## src/rtl/fwb_pkg.sv

```systemverilog
package fwb_pkg;
  localparam int ADDR_W = 2;
  localparam int NFLAG  = 3;

  typedef enum logic [ADDR_W-1:0] {
    SEL_DATA = 2'd0,
    SEL_STAT = 2'd1,
    SEL_PSC  = 2'd2,
    SEL_CTRL = 2'd3
  } reg_sel_e;

  // status bit positions
  localparam int B_ERASE = 0;
  localparam int B_PROG  = 1;
  localparam int B_BUSY  = 2;
  localparam int B_FULL  = 3;
  localparam int B_LOSS  = 4;

  // sticky flag indices
  localparam int F_ERASE = 0;
  localparam int F_PROG  = 1;
  localparam int F_LOSS  = 2;

  function automatic logic [7:0] pack_status(input logic [NFLAG-1:0] sticky,
                                             input logic busy, input logic full);
    logic [7:0] s;
    s = 8'h00;
    s[B_ERASE] = sticky[F_ERASE];
    s[B_PROG]  = sticky[F_PROG];
    s[B_BUSY]  = busy;
    s[B_FULL]  = full;
    s[B_LOSS]  = sticky[F_LOSS];
    return s;
  endfunction

  function automatic logic sticky_next(input logic q, input logic set,
                                       input logic clr, input logic busy);
    return set | (q & ~(clr & ~busy));
  endfunction

  function automatic logic psc_hit(input logic [3:0] cnt, input logic [3:0] div);
    return cnt == div;
  endfunction
endpackage

```

## src/rtl/fwb_buffer.sv

```systemverilog
module fwb_buffer #(
  parameter int DW    = 16,
  parameter int DEPTH = 2
) (
  input  logic          clk,
  input  logic          rst_n,
  input  logic          push_req,
  input  logic [DW-1:0] push_data,
  input  logic          pop,
  output logic [DW-1:0] dout,
  output logic          valid,
  output logic          full,
  output logic          overrun
);
  localparam int PTR_W = (DEPTH > 1) ? $clog2(DEPTH) : 1;
  localparam int CNT_W = $clog2(DEPTH + 1);

  logic [DW-1:0]    mem [DEPTH];
  logic [PTR_W-1:0] wr_ptr, rd_ptr;
  logic [CNT_W-1:0] count;
  logic             push;

  function automatic logic [PTR_W-1:0] ptr_inc(input logic [PTR_W-1:0] p);
    return (p == PTR_W'(DEPTH - 1)) ? '0 : p + 1'b1;
  endfunction

  assign full    = (count == CNT_W'(DEPTH));
  assign valid   = (count != '0);
  assign push    = push_req & ~full;
  assign overrun = push_req & full;
  assign dout    = mem[rd_ptr];

  for (genvar i = 0; i < DEPTH; i++) begin : g_entry
    always_ff @(posedge clk or negedge rst_n) begin
      if (!rst_n) mem[i] <= '0;
      else if (push && wr_ptr == PTR_W'(i)) mem[i] <= push_data;
    end
  end

  always_ff @(posedge clk or negedge rst_n) begin
    if (!rst_n) begin
      wr_ptr <= '0;
      rd_ptr <= '0;
      count  <= '0;
    end else begin
      if (push) wr_ptr <= ptr_inc(wr_ptr);
      if (pop)  rd_ptr <= ptr_inc(rd_ptr);
      case ({push, pop})
        2'b10:   count <= count + 1'b1;
        2'b01:   count <= count - 1'b1;
        default: count <= count;
      endcase
    end
  end

  p_no_overflow_r4: assert property (@(posedge clk) disable iff (!rst_n)
    count <= CNT_W'(DEPTH));
  p_overrun_keeps_full_r5: assert property (@(posedge clk) disable iff (!rst_n)
    (overrun && !pop) |=> full);
  p_pop_needs_word_r3: assert property (@(posedge clk) disable iff (!rst_n)
    pop |-> valid);
endmodule

```

## src/rtl/fwb_status.sv

```systemverilog
module fwb_status
  import fwb_pkg::*;
(
  input  logic             clk,
  input  logic             rst_n,
  input  logic             busy,
  input  logic [NFLAG-1:0] set,
  input  logic [NFLAG-1:0] clr,
  output logic [NFLAG-1:0] flags
);
  for (genvar i = 0; i < NFLAG; i++) begin : g_flag
    always_ff @(posedge clk or negedge rst_n) begin
      if (!rst_n) flags[i] <= 1'b0;
      else        flags[i] <= sticky_next(flags[i], set[i], clr[i], busy);
    end

    p_clear_blocked_r7: assert property (@(posedge clk) disable iff (!rst_n)
      (busy && flags[i] && clr[i] && !set[i]) |=> flags[i]);
    p_set_wins_r8: assert property (@(posedge clk) disable iff (!rst_n)
      set[i] |=> flags[i]);
    p_clear_done_r6: assert property (@(posedge clk) disable iff (!rst_n)
      (!busy && clr[i] && !set[i]) |=> !flags[i]);
  end
endmodule

```

## src/rtl/fwb_prescaler.sv

```systemverilog
module fwb_prescaler
  import fwb_pkg::*;
#(
  parameter int DIV_W = 4
) (
  input  logic             clk,
  input  logic             rst_n,
  input  logic             load,
  input  logic [DIV_W-1:0] load_val,
  output logic [DIV_W-1:0] div,
  output logic             tick
);
  logic [DIV_W-1:0] cnt;

  assign tick = psc_hit(cnt, div);

  always_ff @(posedge clk or negedge rst_n) begin
    if (!rst_n) begin
      div <= '0;
      cnt <= '0;
    end else if (load) begin
      div <= load_val;
      cnt <= '0;
    end else if (tick) begin
      cnt <= '0;
    end else begin
      cnt <= cnt + 1'b1;
    end
  end

  p_tick_spacing_r10: assert property (@(posedge clk) disable iff (!rst_n)
    (tick && div != '0 && !load) |=> !tick);
  p_restart_r10: assert property (@(posedge clk) disable iff (!rst_n)
    (load && load_val != '0) |=> !tick);
endmodule

```

## src/rtl/flash_wrbuf_status.sv

```systemverilog
module flash_wrbuf_status
  import fwb_pkg::*;
#(
  parameter int DW = 16
) (
  input  logic          clk,
  input  logic          rst_n,
  input  logic          bus_wr,
  input  logic [1:0]    bus_addr,
  input  logic [DW-1:0] bus_wdata,
  output logic [DW-1:0] bus_rdata,
  output logic          eng_valid,
  output logic [DW-1:0] eng_data,
  input  logic          eng_ready,
  input  logic          eng_busy,
  input  logic          flash_clk_ok,
  input  logic          eng_prog_err,
  input  logic          eng_erase_err,
  output logic          irq,
  output logic          tick
);
  localparam int DEPTH = 2;
  localparam int DIV_W = 4;

  reg_sel_e         sel;
  logic             wr_data, wr_stat, wr_psc, wr_ctrl;
  logic             busy, full, overrun, pop, irq_en;
  logic [NFLAG-1:0] set_v, clr_v, sticky;
  logic [DIV_W-1:0] div;
  logic [7:0]       stat_byte;

  assign sel     = reg_sel_e'(bus_addr);
  assign wr_data = bus_wr && sel == SEL_DATA;
  assign wr_stat = bus_wr && sel == SEL_STAT;
  assign wr_psc  = bus_wr && sel == SEL_PSC;
  assign wr_ctrl = bus_wr && sel == SEL_CTRL;

  assign busy = eng_busy | ~flash_clk_ok;
  assign pop  = eng_valid & eng_ready;

  fwb_buffer #(.DW(DW), .DEPTH(DEPTH)) u_buf (
    .clk(clk), .rst_n(rst_n), .push_req(wr_data), .push_data(bus_wdata),
    .pop(pop), .dout(eng_data), .valid(eng_valid), .full(full),
    .overrun(overrun)
  );

  assign set_v[F_ERASE] = eng_erase_err;
  assign set_v[F_PROG]  = eng_prog_err;
  assign set_v[F_LOSS]  = overrun;
  assign clr_v[F_ERASE] = wr_stat & bus_wdata[B_ERASE];
  assign clr_v[F_PROG]  = wr_stat & bus_wdata[B_PROG];
  assign clr_v[F_LOSS]  = wr_stat & bus_wdata[B_LOSS];

  fwb_status u_stat (
    .clk(clk), .rst_n(rst_n), .busy(busy), .set(set_v), .clr(clr_v),
    .flags(sticky)
  );

  fwb_prescaler #(.DIV_W(DIV_W)) u_psc (
    .clk(clk), .rst_n(rst_n), .load(wr_psc), .load_val(bus_wdata[DIV_W-1:0]),
    .div(div), .tick(tick)
  );

  always_ff @(posedge clk or negedge rst_n) begin
    if (!rst_n)       irq_en <= 1'b0;
    else if (wr_ctrl) irq_en <= bus_wdata[0];
  end

  assign irq       = irq_en & ~full;
  assign stat_byte = pack_status(sticky, busy, full);

  always_comb begin
    bus_rdata = '0;
    case (sel)
      SEL_STAT: bus_rdata[7:0]       = stat_byte;
      SEL_PSC:  bus_rdata[DIV_W-1:0] = div;
      SEL_CTRL: bus_rdata[0]         = irq_en;
      default:  bus_rdata            = '0;
    endcase
  end

  p_overrun_flags_loss_r5: assert property (@(posedge clk) disable iff (!rst_n)
    overrun |=> sticky[F_LOSS]);
  p_irq_off_when_full_r9: assert property (@(posedge clk) disable iff (!rst_n)
    (wr_data && eng_valid && !pop && !overrun) |=> !irq);
endmodule

```

## config.mk

```make
export PLATFORM = sky130hd
export DESIGN_NAME = flash_wrbuf_status
export DESIGN_NICKNAME = d
export VERILOG_FILES = /design/src/rtl/fwb_pkg.sv /design/src/rtl/fwb_buffer.sv /design/src/rtl/fwb_status.sv /design/src/rtl/fwb_prescaler.sv /design/src/rtl/flash_wrbuf_status.sv
export SDC_FILE = /design/constraint.sdc
export NUM_CORES = 1
export LEC_CHECK = 0
export BUFFER_PORTS_ARGS = -buffer_cell sky130_fd_sc_hd__buf_2
export CAP_MARGIN = 20
export CORE_MARGIN = 2
export CORE_UTILIZATION = 30
export DETAILED_ROUTE_END_ITERATION = 8
export MAX_ROUTING_LAYER = met4
export PLACE_DENSITY = 0.56
export SLEW_MARGIN = 20
export SYNTH_ARGS = -nofsm -noshare
export SYNTH_HDL_FRONTEND = slang
export SYNTH_HIERARCHICAL = 1
export SYNTH_SLANG_ARGS = --single-unit
```

## constraint.sdc

```tcl
create_clock -name clk -period 1.76 [get_ports clk]
set_input_delay 0.352 -clock clk [delete_from_list [all_inputs] [get_ports clk]]
set_output_delay 0.352 -clock clk [all_outputs]
set_load 0.03 [all_outputs]
```

# [After elaboration in Yosys (flattened, before gate mapping)]
# Index checks and enable logic that the tools add are counted.
# W data, S select, Z words.
[word_totals] register_bits=48 input_bits=26 out_inout_bits=35
[classes] n_addsub=5 n_lt_le_gt_ge=1 eq_ne=7 mux=11 bitwise=25 n_reduce_logical=9
[ops] operator="$mux W16" count=3
[ops] operator="$and A1 B1 Y1" count=13
[ops] operator="$eq A2 B2 Y1 const B" count=4
[ops] operator="$mux W4" count=2
[ops] operator="$not A1 Y1" count=7
[ops] operator="$logic_and A1 B1 Y1" count=6
[ops] operator="$pmux W3 S2" count=1
[ops] operator="$add A4 B1 Y4 const B" count=1
[ops] operator="$eq A2 B1 Y1 const B" count=2
[ops] operator="$eq A4 B4 Y1" count=1
[ops] operator="$or A1 B1 Y1" count=4
[ops] operator="$pmux W2 S2" count=1
[ops] operator="$reduce_bool A2 Y1" count=2
[ops] operator="$mux W1" count=3
[ops] operator="$pmux W1 S3" count=1
[ops] operator="$add A1 B1 Y1 const B" count=2
[ops] operator="$add A2 B1 Y2 const B" count=1
[ops] operator="$ge A2 B2 Y1 const B" count=1
[ops] operator="$logic_not A2 Y1" count=1
[ops] operator="$not A1 Y2" count=1
[ops] operator="$sub A2 B1 Y2 const B" count=1

# [Logic depth before layout (Yosys ltp)]
# Gate-level depths: netlist of run 1.
[depth] word_depth=7 mapped_depth=8

# [By module]
# Netlist of run 1, hierarchy kept.
[by_module_without_submodules] module="fwb_buffer" n_inst=1 cells_per_inst=103 area_per_inst_um2=1599.0
[by_module_without_submodules] module="fwb_prescaler" n_inst=1 cells_per_inst=26 area_per_inst_um2=364.1
[by_module_without_submodules] module="flash_wrbuf_status" n_inst=1 cells_per_inst=39 area_per_inst_um2=316.6
[by_module_without_submodules] module="fwb_status" n_inst=1 cells_per_inst=9 area_per_inst_um2=116.4

# [Worst setup path after synthesis of run 1]
# No wires, ideal clock.
[synth_timing] kind="input-to-reg" start="input port bus_addr[0]" end="register u_buf/mem[17] (netlist name)" arrival_ns=1.541 required_time_ns=1.635 slack_ns=0.094 path_stages=6 path_buffers=1 cell_sequence="inv_1 ha_1 and2_1 nor3b_4 buf_6 mux2_2"
[synth_between] elab_chain_cells=4
[synth_lines] element="start: declaration" line_no="flash_wrbuf_status.sv:9" text="input logic [1:0] bus_addr,"
[synth_lines] element="$logic_not A2 Y1" line_no="flash_wrbuf_status.sv:33" text="assign wr_data = bus_wr && sel == SEL_DATA;"
[synth_lines] element="$logic_and A1 B1 Y1" line_no="flash_wrbuf_status.sv:33"
[synth_lines] element="via wr_data" line_no="flash_wrbuf_status.sv:26" text="logic wr_data, wr_stat, wr_psc, wr_ctrl;"
[synth_lines] element="$and A1 B1 Y1" line_no="fwb_buffer.sv:29" text="assign push = push_req & ~full;"
[synth_lines] element="$logic_and A1 B1 Y1" line_no="fwb_buffer.sv:36" text="else if (push && wr_ptr == PTR_W'(i)) mem[i] <= push_data;"
[synth_lines] element="end signal: indexed assignment" line_no="fwb_buffer.sv:36"
[synth_lines] element="end: declaration" line_no="fwb_buffer.sv:18" text="logic [DW-1:0] mem [DEPTH];"
# The timed path passes the listed nets, and every way through them passes these cells.
# A chain may end at the register's enable or synchronous reset.

# [Final worst setup path of run 1]
[layout_timing] start="register u_buf.rd_ptr" end="output port eng_data[6]"
[layout_between] elab_chain_cells=4
[layout_lines] element="start: declaration" line_no="fwb_buffer.sv:19" text="logic [PTR_W-1:0] wr_ptr, rd_ptr;"
[layout_lines] element="start signal: assignment" line_no="fwb_buffer.sv:47" text="if (pop) rd_ptr <= ptr_inc(rd_ptr);"
[layout_lines] element="$not A1 Y2 (not written as such)" line_no="fwb_buffer.sv:31" text="assign dout = mem[rd_ptr];"
[layout_lines] element="$mux W16 (not written as such) (3 in series)" line_no="fwb_buffer.sv:31"
[layout_lines] element="end: declaration" line_no="flash_wrbuf_status.sv:13" text="output logic [DW-1:0] eng_data,"
# No other way between the ends. The select of a mux whose other input is x is not followed.

==> results.toml, run 1 <==
[floorplan]
io_pins = 61
core_um2 = 7730
die_h_um = 93.4
die_area_um2 = 8720
fp-row-count = 32
start_util = 0.310
die_w_um = 93.4

[cts]
cts_buffers = 5
cts.path.max_buffers = 2
clk_root_buffer_cell = "clkbuf_8"
cts.sinks = 48
htree_levels = 2
cts.clk_slew.worst_paths_ps = 90
clock_latency_ps = 300
cts_tree = "yes"

[power]
seq_power_share = 0.341
power_switching_uw = 2080
intPower_uw = 3530
peakVddDrop_mv = 1.05
power_frac_comb = 0.490
p_leak_uw = 0.00143
p_clk_frac = 0.170
sw_frac_of_total = 0.371
cellPowerDensity_nw_per_um2 = 1830

[worst_setup_path]
cp.arrival_ps = 1450
path_depth = 3
crit_path_start_kind = "flop"
slowest_delay_ps = 460
path_buf_inv = 2
reg2reg_depth = 5
crit_required_ps = 1410
path_cells = "clkbuf_16 > mux2_2 > buf_2"
worstSetupEndpointType = "output port"
critPathTopFamily = "flip-flops"
cp_max_fo = 8
worst-setup-path-type = "reg2out"
cpMaxStageDelayCell = "dfrtp_2"

[placed_design]
dpl.hpwl_um = 3140
portBuffers = 49
pre_cts_slack_ps = -22.6
place_congestion = 0.758
post_dp_cell_area_um2 = 2790
place_inst = 329

[routing]
drt_iter0_drc = 86
num_vias = 1471
dr.pass1.iters = 4
vias_per_cell = 4.29
drc = 0
detail_route.wl_per_cell_um = 13.8
antenna_left = 0
wl_um = 4730

[sta]
fmax_mhz = 555
final-max-slew-violation-count = 0
holdWs_ps = 21.4
fin_crit_ps = 1800
fin_worst_skew_ps = 13.0
rsz0062_at_grt = "yes"
finalCritPeriodShare = 1.02
hold_viol = 0
setup_ws_ps = -42.5
setup_viol = 10

[synth]
avgSynthCellArea_um2 = 13.5
ys_warn_count = 6
synth_cells = 177
synthDistinctLibCells = 30
ys_seq_area_frac = 0.501
ys_async_sr_fraction = 1.00
synth_edf_count = 0
syn_area_um2 = 2400
synth_top_cell_area_share = 0.501
synth.area.top_cells = "dfrtp_1 50%, mux2_2 24%, ha_1 3.7%"
synth_ff_type = "dfrtp_1"
synth-seq-cells = 48
synth_top_cell_by_area = "dfrtp_1"

[layout]
fin_nets = 273
final_common_cell = "mux2_2"
final_cell_mix = "49 x mux2_2, 47 x dfrtp_1, 42 x buf_2"
multi_input_area_um2 = 1120
fin_util = 0.397
num_antenna_cells = 0
stdcell_count = 343
synthToLayoutAreaGrowth_pct = 28.0
fin_area_um2 = 3070
layout-drive-gt1-share = 0.573
regArea_um2 = 1200
fill_cells = 750

[global_routing]
grt_max_degree = 49
grt_pass1_wl_um = 7410
grtUsageTotal = 0.111
gr-total-overflow = 0
antenna_found_initial = 0
grt_pass1_vias = 1548

[status]
outcome = "finished, violations left"
violations = "negative setup slack"

[worst_hold_path]
hp-class = "in2async"

[flow_run]
max-cap-violations = 0
-- cells in the mapped netlist (all sizes together) (2+ instances only) --
library cell,instances
a21o,3
a22oi,3
and2,5
and3,4
buf,16
dfrtp,48
ha,7
inv,3
mux2,53
nand2,2
nand2b,5
nor2,2
nor2b,4
nor3,3
nor3b,2
xnor2,4
xor2,7
-- worst reg2reg max path, cell delays in order, from the launching register on --
cell and delay [ps]:
dfrtp_1 430, or2_2 320, and2_1 190, ha_1 330, nor2_1 140, xor2_1 160
-- final cells by class --
cell class	count	share of cell area
multi-input combinational	119	0.364
clock inverter	3	0.0224
sequential	48	0.392
tap	102	0.0416
inverter	3	0.00530
timing repair buffer	63	0.153
clock buffer	5	0.0224
-- path summary, 6_finish.rpt --
| path | slack (ps) | from | end |
|---|---|---|---|
| setup / recovery | -40 | u_buf/rd_ptr$_DFFE_PN0P_ | eng_data[6] |
| hold / removal | 20 | rst_n | u_buf/mem[6]$_DFFE_PN0P_ |
| setup reg to reg | 130 | u_buf/count[0]$_DFFE_PN0P_ | u_buf/count[1]$_DFFE_PN0P_ |
| hold reg to reg | 480 | u_stat/flags[2]$_DFF_PN0_ | u_stat/flags[2]$_DFF_PN0_ |
| max in group asynchronous | 1490 | rst_n | u_buf/rd_ptr$_DFFE_PN0P_ |
| min in group clk | 230 | eng_prog_err | u_stat/flags[1]$_DFF_PN0_ |
-- what timing repair did --
item,CTS,global route
cloned,0,2
endpoints found under the setup margin,2,11
hold buffers,0,0
gates resized for setup,2,22
buffers inserted,2,2
pin swaps,1,2
-- sequential cells by signal, indices dropped and copies added (netlist names) --
register      flops
irq_en            1
u_buf/count       2
u_buf/mem        32
u_buf/rd_ptr      1
u_buf/wr_ptr      1
u_psc/cnt         4
u_psc/div         4
u_stat/flags      3
-- routing by layer --
metal  wire [um]  global-route usage  part of all wire  vias to the layer above
met5           0                   -                 0                        -
met4          42              0.0368            0.0089                        0
met3         247              0.0250             0.052                        5
met2        2060               0.159              0.44                       49
met1        2380               0.155              0.50                      704
li1            -                   -                 -                      713
-- power by group through the flow --
stage	Clock [uW]	Sequential (uW)	Combinational [uW]
after floorplan	0	1830	1900
after global placement	0	1900	2400
after detailed placement	0	1920	2430
after CTS	980	1890	2480
after global routing	1040	1980	2930
final	951	1910	2750
-- kinds of logic (layout without fill, tap and decap cells) --
family | Yosys count | after routing | synth area share
buffers and inverters | 20 | 74 | 0.0564
other | 1 | 11 | 0.00157
multiplexers | 53 | 53 | 0.251
XOR/XNOR | 11 | 11 | 0.0402
AND/OR/NAND/NOR | 30 | 30 | 0.0903
AO/OA/AOI/OAI | 7 | 7 | 0.0230
adder cells (fa/ha/maj) | 7 | 7 | 0.0366
flip-flops | 48 | 48 | 0.501
-- metrics by stage --
stage	TNS [ps]	power [uW]
finish	-320	5610
global route	-1020	5950
CTS	-44.0	5360
detailed placement	-196	4350
global placement	-151	4310
floorplan	0	3720
(Power assumes the default switching activity.)
==> run 2, diff against run 1 <==
CORE_MARGIN = default   (was 2)
==> run 2 against run 1 <==
  * The flow now finishes without violations
  * Largest cell class unchanged
  * First-iteration DRC count fell by 37%
  * Sequential share of layout area rose by 1.8 points
  * Core utilization is 1.8 points lower
  * Non-clock buffer count unchanged
  * Die area down 4.2%
  * Critical path depth unchanged
  * Worst setup slack gained 66 ps
  * Via count grew 1.7%
  * Clock-buffer cell count rose by 3
  * Power is 10% lower
  * Critical path type unchanged
  * Critical endpoint is now tick
==> results.toml, run 2 (synthesis gave the netlist of run 1 again) <==
[worst_setup_path]
worstSetupEndpointType = "output port"
reg2reg_from = "u_buf/count[0]$_DFFE_PN0P_"
slowest_delay_ps = 420
path_buf_inv = 1
cp.arrival_ps = 1380
worst-setup-path-type = "reg2out"
crit_required_ps = 1410
crit_path_start_kind = "flop"
cpMaxStageDelayCell = "dfrtp_1"
startpoint = "u_psc/div[0]$_DFFE_PN0P_"
cp_max_fo = 3
critPathTopFamily = "flip-flops"
path_cells = "xor2_1 > nor4_4 > buf_4"

[worst_hold_path]
hp-class = "in2async"

[routing]
drc = 0
antenna_left = 0
dr.pass1.iters = 4
drt_iter0_drc = 54
vias_per_cell = 4.36
wl_um = 4440
num_vias = 1496
detail_route.wl_per_cell_um = 12.9

[cts]
cts_buffers = 5
cts.path.max_buffers = 2
cts.clk_slew.worst_paths_ps = 80
clk_root_buffer_cell = "clkbuf_8"
cts_tree = "yes"
htree_levels = 2
clock_latency_ps = 290
cts.sinks = 48
ctsHoldBuffers = 0

[placed_design]
place_congestion = 0.709
post_dp_cell_area_um2 = 2790
portBuffers = 49
pre_cts_slack_ps = -17.6
dpl.hpwl_um = 3240
place_inst = 330

[sta]
fin_crit_ps = 1740
rsz0062_at_grt = "yes"
fmax_mhz = 576
hold_viol = 0
final-max-slew-violation-count = 0
setup_viol = 0
setup_ws_ps = 23.0
fin_worst_skew_ps = 2.19
finalCritPeriodShare = 0.987
fin_setup_tns_ps = 0

[flow_run]
max-cap-violations = 0

[floorplan]
die_h_um = 91.4
core_um2 = 7730
start_util = 0.310
die_area_um2 = 8350
fp-row-count = 32
die_w_um = 91.4
io_pins = 61

[status]
outcome = "completed"

[layout]
final_common_cell = "mux2_2"
fin_util = 0.379
synthToLayoutAreaGrowth_pct = 22.2
largest_reg_flops = 32
layout-drive-gt1-share = 0.556
fin_area_um2 = 2930
regMostFlops = "u_buf/mem"
top_regs = "u_buf/mem x32, u_psc/cnt x4, u_psc/div x4"
num_antenna_cells = 0
final_cell_mix = "52 x mux2_2, 48 x dfrtp_1, 46 x buf_2"
stdcell_count = 343
fin_nets = 273

[global_routing]
grt_use_met3 = 0.0276
grt.busiest_layer = "met2"
grt_pass1_vias = 1514
grt_pass1_wl_um = 7600
met2_usage = 0.172
antenna_found_initial = 0
grtUsageTotal = 0.119
met1_usage = 0.164
grt_max_degree = 23
gr-total-overflow = 0

[power]
peakVddDrop_mv = 0.895
cellPowerDensity_nw_per_um2 = 1720
p_leak_uw = 0.00137
## run 2: changes by cell type in the layout (fill, tap and decap cells not counted), sizes merged
cell,before,now
clkbuf,7,8
inv,4,3
bufinv,2,0
buf,61,63
## run 2: worst register-to-register path: stages (launching register included)
cell and delay, ps:
dfrtp_1 430, or2_2 320, and2_1 190, ha_1 320, nor2_1 140, xor2_1 140
## run 2: metal layers
layer	up-vias	wire length, um
met4	0	46
li1	713	-
met2	52	1980
met3	6	240
met5	-	0
met1	725	2170
## run 2: layout make-up
cell class,instances,area [um2]
multi-input combinational,119,1100
tap,102,128
fill,768,4800
timing repair buffer,63,395
clock buffer,8,90.1
inverter,3,13.8
sequential,48,1200
## run 2: repair_timing
action	in CTS	in global routing
resized for setup	2	4
buffers inserted	0	5
pin swaps	0	2
setup endpoints to repair	2	19
## run 2: per-stage QoR
stage               hold WS (ps)  total power [uW]
floorplan                   56.4              3720
global placement             340              4310
detailed placement           342              4350
CTS                         7.47              5060
global route                26.4              5380
finish                      4.79              5040
## run 2: report_power, final
part / internal [uW] / leakage (uW) / total (uW) / switching (uW)
Sequential: 1600 / 0.000572 / 1890 / 290
Combinational: 1150 / 0.000748 / 2480 / 1340
Clock: 321 / 0.0000455 / 668 / 347
## run 2: final timing paths
| kind | end | slack, ps | cells after the start |
|---|---|---|---|
| setup / recovery | tick | 20 | 3 |
| hold / removal | u_buf/mem[8]$_DFFE_PN0P_ | 5 | 1 |
| setup reg to reg | u_buf/count[1]$_DFFE_PN0P_ | 150 | 5 |
| hold reg to reg | u_stat/flags[1]$_DFF_PN0_ | 490 | 1 |
| max in group asynchronous | u_psc/cnt[2]$_DFF_PN0_ | 1140 | 2 |
| min in group clk | u_stat/flags[0]$_DFF_PN0_ | 240 | 2 |
